--- src/rtl/irq_dual_route.sv ---
module irq_dual_route #(
  parameter int N = 32,
  parameter int NPAIR = 1,
  parameter int IW = $clog2(N),
  parameter logic [NPAIR*IW-1:0] SHADOW_LIST = (NPAIR*IW)'(30),
  parameter logic [NPAIR*IW-1:0] SOURCE_LIST = (NPAIR*IW)'(31)
) (
  input  logic         clk,
  input  logic         rst,
  input  logic [N-1:0] irq_in,
  input  logic         reg_we,
  input  logic [1:0]   reg_addr,
  input  logic [N-1:0] reg_wdata,
  output logic [N-1:0] reg_rdata,
  output logic         irq_cpu0,
  output logic         irq_cpu1
);

  logic [N-1:0] mask_q, aff_q, pend0_q, pend1_q;
  logic [N-1:0] shadow_bits, paired, sh_en, en0, en1;

  always_comb begin
    shadow_bits = '0;
    paired      = '0;
    sh_en       = '0;
    for (int p = 0; p < NPAIR; p++) begin
      shadow_bits[SHADOW_LIST[p*IW +: IW]] = 1'b1;
      paired[SOURCE_LIST[p*IW +: IW]]      = 1'b1;
      sh_en[SOURCE_LIST[p*IW +: IW]]       = mask_q[SHADOW_LIST[p*IW +: IW]];
    end
  end

  assign en0 = mask_q & ~aff_q & ~shadow_bits;
  assign en1 = ~shadow_bits & ((mask_q & aff_q & ~paired) | sh_en);

  always_ff @(posedge clk) begin
    if (rst) begin
      mask_q  <= '0;
      aff_q   <= '0;
      pend0_q <= '0;
      pend1_q <= '0;
    end else begin
      if (reg_we && reg_addr == 2'd0) mask_q <= reg_wdata;
      if (reg_we && reg_addr == 2'd1) aff_q  <= reg_wdata;
      pend0_q <= irq_in & en0;
      pend1_q <= irq_in & en1;
    end
  end

  always_comb begin
    case (reg_addr)
      2'd0:    reg_rdata = mask_q;
      2'd1:    reg_rdata = aff_q;
      2'd2:    reg_rdata = pend0_q;
      default: reg_rdata = pend1_q;
    endcase
  end

  assign irq_cpu0 = |pend0_q;
  assign irq_cpu1 = |pend1_q;

endmodule


--- config.mk ---
export PLATFORM = sky130hd
export DESIGN_NAME = irq_dual_route
export DESIGN_NICKNAME = d
export VERILOG_FILES = /design/src/rtl/irq_dual_route.sv
export SDC_FILE = /design/constraint.sdc
export NUM_CORES = 1
export LEC_CHECK = 0
export BUFFER_PORTS_ARGS = -buffer_cell sky130_fd_sc_hd__buf_2
export CORE_UTILIZATION = 49
export DETAILED_ROUTE_END_ITERATION = 8
export MAX_ROUTING_LAYER = met4
export PLACE_DENSITY = 0.77
export REMOVE_ABC_BUFFERS = 1
export SLEW_MARGIN = 20
export SYNTH_ARGS = -nofsm -noshare
export SYNTH_HDL_FRONTEND = slang
export SYNTH_SLANG_ARGS = --single-unit
--- constraint.sdc ---
create_clock -name clk -period 1.45 [get_ports clk]
set_clock_uncertainty 0.1 [all_clocks]
set_input_delay 0.29 -clock clk [delete_from_list [all_inputs] [get_ports clk]]
set_output_delay 0.29 -clock clk [all_outputs]
set_load 0.02 [all_outputs]
==> results of run 1 <==
## metal layers
metal  global-route usage  up-vias  routed length [µm]
met2                0.534      220                8000
li1                     -     2188                   -
met3               0.0759       40                 890
met1                0.346     2340                6110
met4                0.141        0                 421
met5                    -        -                   0
## power breakdown
group          switching, µW  internal (µW)
logic                    409            465
registers               48.8           3540
clock network           1550           2700
## synthesized netlist by cell type, drive strengths merged
| master | count | area [µm²] |
|---|---|---|
| nand2 | 158 | 618 |
| dfxtp | 126 | 2520 |
| a21oi | 64 | 358 |
| mux4 | 31 | 698 |
| nor3b | 31 | 238 |
| nor3 | 30 | 150 |
| buf | 21 | 158 |
| clkbuf | 15 | 56.3 |
| nor4 | 14 | 87.6 |
| and3b | 2 | 17.5 |
| and4 | 2 | 17.5 |
| nand4 | 2 | 12.5 |
| or4 | 2 | 15.0 |
| mux2i | 1 | 10.0 |
| nand3b | 1 | 7.51 |
| nor2 | 1 | 3.75 |
| nor4bb | 1 | 10.0 |
| or3b | 1 | 8.76 |
## stage by stage
stage,TNS [ns],utilization,total power [µW]
5_1_grt,-16.13,0.773,8960
3_5_place_dp,-19.22,0.590,4290
4_1_cts,-15.11,0.764,8650
2_1_floorplan,-7.96,-,3890
6_report,-14.78,0.773,8710
3_3_place_gp,-17.15,0.590,4270
## cell type report
class / instances / area, µm² / area share
clock inverters: 10 / 139 / 0.0183
multi-input cells: 341 / 2270 / 0.299
well taps: 133 / 166 / 0.0219
diodes: 1 / 2.50 / 0.000330
clock buffers: 21 / 449 / 0.0592
flip-flops and latches: 126 / 2630 / 0.346
repair buffers: 226 / 1940 / 0.255
## state kept, by name, indices dropped and copies added (netlist names)
| signal | flops |
|---|---|
| aff_q | 32 |
| mask_q | 32 |
| pend0_q | 31 |
| pend1_q | 31 |
## cell families (layout without fill, tap and decap cells)
kind of cell           Yosys count  after routing  synth area share
and+or+nand+nor                245            245             0.238
buffers and inverters           36            257            0.0429
AOI/OAI and AO/OA               64             64            0.0717
muxes                           32             32             0.142
DFF                            126            126             0.506
other                            0              1                 0
## critical path, cell delays in order, from the launching register on
cell     delay, ns
dfxtp_2       0.32
or4_1         0.56
nor4_2        0.17
buf_4         0.16
nand4_1       0.10
buf_2         0.19
## repair_timing
item / 4_1_cts / 5_1_grt
gates resized for setup: 128 / 21
hold buffers: 63 / 0
setup endpoints to repair: 34 / 34
buffers inserted: 26 / 9
hold endpoints to repair: 126 / 0
gates cloned: 0 / 0
pin swaps: 1 / 1
## final timing paths
check / from / to / slack, ns
worst min register to register: aff_q[0]$_SDFFE_PP0P_ / pend0_q[0]$_SDFF_PP0_ / 0.33
worst max-delay path: pend0_q[8]$_SDFF_PP0_ / irq_cpu0 / -0.96
worst min-delay path: rst / mask_q[6]$_SDFFE_PP0P_ / 0.05
worst max register to register: mask_q[13]$_SDFFE_PP0P_ / pend1_q[13]$_SDFF_PP0_ / 0.51
==> results by group, run 1 <==
Run status
  – Outcome: finished, violations left
  – Failing checks: setup timing

Worst setup path
  – Required @ worst endpoint: 1.06 ns
  – Reg2Reg Depth: 3
  – Crit path max fanout: 2
  – Worst setup EP type: output port
  – CP Class: flop to output port
  – CP arrival: 2.02 ns
  – Startpoint Class: flop

STA
  – Final worst slack: -0.963 ns
  – Max-slew headroom: 0.688
  – RSZ-0062 raised after global routing: true
  – Worst Tran Pin Value: 0.464 ns
  – Fin crit period: 2.41 ns
  – Crit share post-route: 1.66
  – Setup violators final: 34
  – Final slew viol count: 0
  – Fmax: 0.414 GHz
  – WHS: 0.0504 ns
  – Final Hold Viols: 0

Route
  – Drt first-iter violations: 347
  – Remaining DRCs: 0
  – Routed Antenna Nets: 0
  – Total Routed Length: 15400 µm
  – WL per Instance: 18.0 µm
  – Drt first pass iters: 4
  – DR vias/cell: 5.58
  – Routed via count: 4788

Synthesis
  – Cell Area, Synth: 4990 µm²
  – Post-Syn Area per Cell: 9.92 µm²
  – Synth warnings: 0
  – Synth Instances: 503
  – Sequential share of the synthesized area: 0.506
  – Register bit total from synthesis: 126
  – Synth unique cells: 24

Clock network
  – CTS Sinks: 126
  – CTS buffer count: 17
  – Clk buf depth: 2
  – Max H-tree Level: 4
  – TritonCTS clock tree: built
  – Clk Latency, worst-skew pair: 0.52 ns
  – Worst-path clk slew: 0.06 ns
  – CTS root buf: clkbuf_8

Cells and area
  – Design Area, Final: 7590 µm²
  – Ratio of cells with drive above 1 in the final layout: 0.456
  – Synth-to-layout area growth: 52.2%
  – Final #Nets: 781
  – Post-Layout Cell Count: 858
  – Commonest non-fill, non-tap cell in the layout: nand2_1
  – Most frequent cells in the layout: nand2_1, dfxtp_2, buf_2
  – Fillers: 608

Power
  – Leakage: 0.00298 µW
  – Pwr per Cell Area: 1150 nW/µm²
  – Maximum vdd drop: 0.592 mV

Floorplan
  – DIE AREA: 10600 µm²
  – Num ports: 103
  – Initial Util: 0.508
  – Row cnt: 36
  – Die Wd: 103 µm
  – Die H: 103 µm
  – Core area: 9820 µm²

Place
  – Placed cell areas: 5800 µm²
  – Placed cell count: 728
  – Pre-CTS setup slack: -0.428 ns
  – Detailed Place HPWL: 8690 µm
  – Port bufs: 101
  – RD Place Congestion: 0.798

Global routing
  – Number of global-route vias before repair: 4923
  – Congestion Overflow GR: 0
  – Initial antenna violation count: 1
  – Largest net degree at the start of global routing: 38
  – Overall Global Routing Usage: 0.313
  – First-pass GRT wire length: 23800 µm

Worst hold path
  – Min-Delay Path Depth: 2
  – Worst hold path type: input pin to flop

Run
  – Max Cap Violations: 0
No activity file was read; power rests on OpenSTA's default activity.
==> inputs of run 2 (changes only) <==
Settings changed: ABC_AREA set to 1.
==> run 2 against run 1 <==
The run still ends with setup timing left. Setup slack improved by 0.38 ns. Hold slack improved by 0.095 ns. Fmax increased by 19%. Critical path type unchanged. Highest routed layer unchanged. Sequential power increased by 2%. Count of clock-buffer cells in the layout unchanged.
==> results by group, run 2 <==
Place
  – Placed cell count: 960 (was 728)
  – Placed cell areas: 6010 µm² (was 5800 µm²)
  – RD Place Congestion: 0.809 (was 0.798)
  – Port bufs: 101 (unchanged)
  – Detailed Place HPWL: 9420 µm (was 8690 µm)

Floorplan
  – DIE AREA: 11000 µm² (was 10600 µm²)
  – Die H: 105 µm (was 103 µm)
  – Die Wd: 105 µm (was 103 µm)
  – Row cnt: 37 (was 36)
  – Num ports: 103 (unchanged)
  – Core area: 10300 µm² (was 9820 µm²)
  – Initial Util: 0.505 (was 0.508)

Clock network
  – CTS Sinks: 126 (unchanged)
  – CTS root buf: clkbuf_8 (unchanged)
  – Clk Latency, worst-skew pair: 0.53 ns (was 0.52 ns)
  – TritonCTS clock tree: built (unchanged)
  – Clk buf depth: 2 (unchanged)
  – Max H-tree Level: 4 (unchanged)
  – CTS buffer count: 17 (unchanged)
  – Worst-path clk slew: 0.06 ns (about the same)

Worst setup path
  – Reg2reg setup slack: 0.38 ns (was 0.51 ns)
  – Required @ worst endpoint: 1.06 ns (about the same)
  – Startpoint Class: flop (unchanged)
  – CP Class: flop to output port (unchanged)
  – CP arrival: 1.64 ns (was 2.02 ns)
  – Reg2Reg Depth: 3 (unchanged)
  – Crit path max fanout: 2 (unchanged)
  – Worst setup EP type: output port (unchanged)
  – Reg-to-reg endpoint: pend1_q[14]$_SDFF_PP0_ (was pend1_q[13]$_SDFF_PP0_)
  – Worst R2R Start: mask_q[14]$_SDFFE_PP0P_ (was mask_q[13]$_SDFFE_PP0P_)

Run
  – Max Cap Violations: 0 (unchanged)

Synthesis
  – Synth unique cells: 21 (was 24)
  – Sequential share of the synthesized area: 0.486 (was 0.506)
  – Synth top area cells: dfxtp_1, nand2_1, nor2_1 (was dfxtp_1, mux4_2, nand2_1)
  – Post-Syn Area per Cell: 7.07 µm² (was 9.92 µm²)
  – Synth Flop Type: dfxtp_1 (unchanged)
  – Register bit total from synthesis: 126 (unchanged)
  – Synth warnings: 0 (unchanged)
  – Count leader, synth: nand2_1 (unchanged)
  – Largest family of logic cells by synthesized area: simple AND/OR/NAND/NOR gates (unchanged)
  – Synth Area in XOR/XNOR: 0 (unchanged)
  – Synth Area in Simple Gates: 0.371 (was 0.238)
  – Cell Area, Synth: 5190 µm² (was 4990 µm²)
  – Synth top area share: 0.486 (was 0.506)
  – Post-synth top cells: nand2_1, nor2_1, dfxtp_1, inv_1, o21ai_0 (was nand2_1, dfxtp_1, a21oi_1, mux4_2)
  – Yosys top cell by area: dfxtp_1 (unchanged)
  – Mux contribution to synthesized area: 0 (was 0.142)
  – Compound-Gate Fraction of Synth Area: 0.0627 (was 0.0717)
  – Synth async-reset ratio: 0 (unchanged)
  – Adder-cell share of the synthesized area: 0 (unchanged)
  – Post-synth EDFFs: 0 (unchanged)
  – Synth Instances: 734 (was 503)

Global routing
  – Congestion Overflow GR: 0 (unchanged)
  – First-pass GRT wire length: 27400 µm (was 23800 µm)
  – Largest net degree at the start of global routing: 36 (was 38)
  – Number of global-route vias before repair: 5943 (was 4923)
  – Initial antenna violation count: 0 (was 1)
  – Overall Global Routing Usage: 0.326 (was 0.313)

Route
  – WL per Instance: 18.0 µm (about the same)
  – DR vias/cell: 5.56 (was 5.58)
  – Remaining DRCs: 0 (unchanged)
  – Drt first-iter violations: 656 (was 347)
  – Total Routed Length: 20000 µm (was 15400 µm)
  – Routed via count: 6168 (was 4788)
  – Routed Antenna Nets: 0 (unchanged)
  – Drt first pass iters: 6 (was 4)

Cells and area
  – Area occupied by multi-input gates: 2390 µm² (was 2270 µm²)
  – # diodes: 0 (was 1)
  – Most frequent cells in the layout: nand2_1, nor2_1, dfxtp_2 (was nand2_1, dfxtp_2, buf_2)
  – Synth-to-layout area growth: 57.2% (was 52.2%)
  – Ratio of cells with drive above 1 in the final layout: 0.375 (was 0.456)
  – FF/Latch Area: 2640 µm² (was 2630 µm²)
  – Final #Nets: 1030 (was 781)
  – End-of-flow core utilization: 0.793 (was 0.773)
  – Commonest non-fill, non-tap cell in the layout: nand2_1 (unchanged)
  – Regs by FF count: aff_q: 32 flops, mask_q: 32 flops (unchanged)
  – Fillers: 635 (was 608)
  – Design Area, Final: 8150 µm² (was 7590 µm²)
  – Post-Layout Cell Count: 1110 (was 858)

STA
  – Setup TNS: -5.83 ns (was -14.78 ns)
  – Max-slew headroom: 0.750 (was 0.688)
  – Worst Tran Pin Value: 0.375 ns (was 0.464 ns)
  – Final worst slack: -0.580 ns (was -0.963 ns)
  – Final slew viol count: 0 (unchanged)
  – Fmax: 0.493 GHz (was 0.414 GHz)
  – RSZ-0062 raised after global routing: true (unchanged)
  – Fin crit period: 2.03 ns (was 2.41 ns)
  – Crit share post-route: 1.40 (was 1.66)
  – Final Hold Viols: 0 (unchanged)
  – Setup violators final: 34 (unchanged)

Run status
  – Failing checks: setup timing (unchanged)
  – Outcome: finished, violations left (unchanged)

Power
  – Pwr per Cell Area: 1100 nW/µm² (was 1150 nW/µm²)
  – Leakage: 0.00362 µW (was 0.00298 µW)
  – Total power: 8980 µW (was 8710 µW)
  – Maximum vdd drop: 0.908 mV (was 0.592 mV)

Worst hold path
  – End of the worst hold path: mask_q[29]$_SDFFE_PP0P_ (was mask_q[6]$_SDFFE_PP0P_)
  – Worst hold path type: input pin to flop (unchanged)
  – Min-Delay Path Depth: 4 (was 2)
  – Worst hold path startpoint: reg_we (was rst)
[run 2: cell count changes after synthesis, sizes merged, moves of 31 or more]
cell	change
nand2	+37
o21ai	+65
a21oi	-64
inv	+61
nor2	+154
mux4	-31
[run 2: cell families after synthesis]
group                  count (synthesis)
flip-flops                           126
buffers and inverters                 99
AND/OR/NAND/NOR                      444
AO/OA/AOI/OAI                         65
[run 2: routing by layer]
metal,routed length [µm],GRT usage,part of all wire,vias to the layer above
met5,0,-,0,-
met4,932,0.180,0.047,0
met3,2270,0.0599,0.11,119
met2,9610,0.559,0.48,462
met1,7160,0.356,0.36,2808
li1,-,-,-,2779
[run 2: timing repair]
action,CTS,global route
cloned,2,4
hold buffers,63,0
pin swaps,56,64
hold endpoints to repair,126,0
endpoints found under the setup margin,34,34
resized for setup,122,100
buffers inserted,42,7
[run 2: worst max-delay path by stage]
stage,from,endpoint,slack (ns),cells after the start
final,pend1_q[13]$_SDFF_PP0_,irq_cpu1,-0.58,7
after global routing,pend1_q[29]$_SDFF_PP0_,irq_cpu1,-0.62,7
after CTS,pend1_q[4]$_SDFF_PP0_,irq_cpu1,-0.47,7
after detailed placement,reg_addr[1],reg_rdata[30],-0.20,8
after global placement,reg_addr[1],reg_rdata[30],-0.17,8
after floorplan,reg_addr[1],reg_rdata[0],-0.56,4
[run 2: power by group]
part           switching, µW  internal (µW)  total, µW
sequential              75.1           3590       3670
combinational            643            594       1240
clock                   1550           2520       4070
total                   2270           6710       8980
[run 2: layout make-up]
cell class                 instances  share of cell area
timing repair buffer             246               0.263
sequential                       126               0.323
tap                              136              0.0209
multi-input combinational        509               0.293
clock buffer                      21              0.0551
inverter                          61              0.0296
clock inverter                    11              0.0143
[run 2: worst max-delay path: stages, from the launching register on]
cell	delay [ns]
dfxtp_2	0.34
inv_1	0.08
nand2_1	0.07
nor2_2	0.16
nand2_2	0.09
nor2_1	0.12
nand2_1	0.10
buf_6	0.15
[run 2: through the flow]
step | setup WS (ns) | hold slack (ns)
after floorplan | -0.562 | 0.262
after global placement | -0.172 | 0.325
after detailed placement | -0.196 | 0.326
after CTS | -0.466 | 0.115
after global routing | -0.616 | 0.153
final | -0.580 | 0.145
==> inputs of run 3 (changes only) <==
Settings changed: CORE_ASPECT_RATIO set to 0.8.
==> run 3 against run 2 <==
The run still ends with setup timing left. Largest power group is now sequential cells. Sequential power is essentially flat. Setup slack gained 0.22 ns. Non-clock buffer count shrank 103.
==> results by group, run 3 (synthesized netlist as in run 2, its figures left out) <==
Run status
  – Outcome: finished, violations left (unchanged)
  – Failing checks: setup timing (unchanged)

Cells and area
  – Synth-to-layout area growth: 44.3% (was 57.2%)
  – Most frequent cells in the layout: nor2_1, nand2_1, dfxtp_1 (was nand2_1, nor2_1, dfxtp_2)
  – End-of-flow core utilization: 0.728 (was 0.793)
  – Ratio of cells with drive above 1 in the final layout: 0.349 (was 0.375)
  – Regs by FF count: aff_q: 32 flops, mask_q: 32 flops (unchanged)
  – Post-Layout Cell Count: 1007 (was 1110)
  – Commonest non-fill, non-tap cell in the layout: nor2_1 (was nand2_1)
  – Final #Nets: 927 (was 1030)

Clock network
  – Clk Latency, worst-skew pair: 0.41 ns (was 0.53 ns)
  – CTS Sinks: 126 (unchanged)
  – Clk buf depth: 2 (unchanged)
  – Max H-tree Level: 4 (unchanged)
  – CTS root buf: clkbuf_16 (was clkbuf_8)
  – TritonCTS clock tree: built (unchanged)
  – Worst-path clk slew: 0.05 ns (was 0.06 ns)
  – CTS buffer count: 17 (unchanged)

Route
  – WL per Instance: 17.4 µm (was 18.0 µm)
  – Routed Antenna Nets: 0 (unchanged)
  – Total Routed Length: 17600 µm (was 20000 µm)
  – Drt first pass iters: 5 (was 6)
  – DR vias/cell: 5.43 (was 5.56)
  – Routed via count: 5465 (was 6168)
  – Drt first-iter violations: 458 (was 656)
  – Remaining DRCs: 0 (unchanged)

Place
  – Port bufs: 101 (unchanged)
  – RD Place Congestion: 0.854 (was 0.809)
  – Detailed Place HPWL: 8870 µm (was 9420 µm)
  – Placed cell count: 955 (was 960)
  – Pre-CTS setup slack: -0.226 ns (was -0.196 ns)

STA
  – Fmax: 0.553 GHz (was 0.493 GHz)
  – Setup violators final: 34 (unchanged)
  – Final slew viol count: 0 (unchanged)
  – Final Hold Viols: 0 (unchanged)
  – WHS: 0.0241 ns (was 0.145 ns)
  – Max-slew headroom: 0.799 (was 0.750)
  – Final worst slack: -0.359 ns (was -0.580 ns)
  – Worst Tran Pin Value: 0.302 ns (was 0.375 ns)
  – RSZ-0062 raised after global routing: true (unchanged)
  – Crit share post-route: 1.25 (was 1.40)
  – Fin crit period: 1.81 ns (was 2.03 ns)

Global routing
  – Overall Global Routing Usage: 0.329 (was 0.326)
  – Number of global-route vias before repair: 5182 (was 5943)
  – Initial antenna violation count: 1 (was 0)
  – Congestion Overflow GR: 0 (unchanged)
  – First-pass GRT wire length: 25700 µm (was 27400 µm)
  – Largest net degree at the start of global routing: 66 (was 36)

Floorplan
  – Row cnt: 33 (was 37)
  – Die H: 94.0 µm (was 105 µm)
  – Num ports: 103 (unchanged)
  – Initial Util: 0.504 (was 0.505)
  – Die Wd: 117 µm (was 105 µm)
  – Core area: 10300 µm² (about the same)
  – DIE AREA: 11000 µm² (about the same)

Worst hold path
  – Worst hold path type: input pin to flop (unchanged)

Power
  – Pwr per Cell Area: 1110 nW/µm² (was 1100 nW/µm²)
  – Maximum vdd drop: 0.909 mV (was 0.908 mV)
  – Leakage: 0.00330 µW (was 0.00362 µW)

Worst setup path
  – Crit path max fanout: 2 (unchanged)
  – CP arrival: 1.42 ns (was 1.64 ns)
  – Worst setup EP type: output port (unchanged)
  – CP Class: flop to output port (unchanged)
  – Required @ worst endpoint: 1.06 ns (about the same)
  – Startpoint Class: flop (unchanged)

Run
  – Max Cap Violations: 0 (unchanged)
-- run 3: changes by cell type in the layout (fill, tap and decap cells not counted), moves of 30 or more --
cell and change:
buf_4 -59, dfxtp_1 +62, dfxtp_2 -62, dlygate4sd3_1 -63, nand2_1 -42, nand2_2 +30
-- run 3: worst paths after layout --
path	start	end	slack, ns	cells after the start
hold reg to reg	aff_q[28]$_SDFFE_PP0P_	pend0_q[28]$_SDFF_PP0_	0.33	1
setup / recovery	pend0_q[1]$_SDFF_PP0_	irq_cpu0	-0.36	7
setup reg to reg	mask_q[17]$_SDFFE_PP0P_	pend1_q[17]$_SDFF_PP0_	0.42	2
hold / removal	reg_wdata[20]	aff_q[20]$_SDFFE_PP0P_	0.02	3
-- run 3: metal layers --
layer | GRT usage | wire [µm]
met5 | - | 0
met4 | 0.161 | 782
met3 | 0.0929 | 1670
met2 | 0.516 | 8220
met1 | 0.388 | 6890
-- run 3: report_power, final --
| part | total [µW] | switching [µW] | internal (µW) |
|---|---|---|---|
| Sequential | 3680 | 96.4 | 3580 |
| Clock | 3590 | 1370 | 2220 |
| Combinational | 1070 | 586 | 480 |
-- run 3: layout make-up --
class                           count  area (µm²)
Timing Repair Buffer              143        1430
Multi-Input combinational cell    509        2590
Clock inverter                      2        12.5
Sequential cell                   126        2560
Clock buffer                       25         475
Antenna cell                        1        2.50
Fill cell                         699        2800
Tap cell                          140         175
Inverter                           61         246
-- run 3: through the flow --
step | total power, µW | cell area (µm²) | TNS (ns)
3_3_place_gp | 4440 | 5980 | -4.68
4_1_cts | 8260 | 7210 | -3.41
3_5_place_dp | 4470 | 5980 | -7.10
6_report | 8340 | 7490 | -3.53
5_1_grt | 8600 | 7490 | -4.61
2_1_floorplan | 4070 | 5000 | -23.27
-- run 3: worst max-delay path, stage by stage, from the launching register on --
cell     delay, ns
dfxtp_1       0.33
inv_1         0.11
nand2_2       0.07
nor2_4        0.10
nand2_2       0.07
nor2_4        0.12
nand2_2       0.07
buf_6         0.13
-- run 3: timing repair --
action / in CTS / in global routing
pin swaps: 46 / 45
endpoints found under the setup margin: 34 / 34
buffers inserted: 12 / 5
endpoints found under the hold margin: 0 / 0
resized for setup: 130 / 111
cloned: 11 / 1
hold buffers: 0 / 0
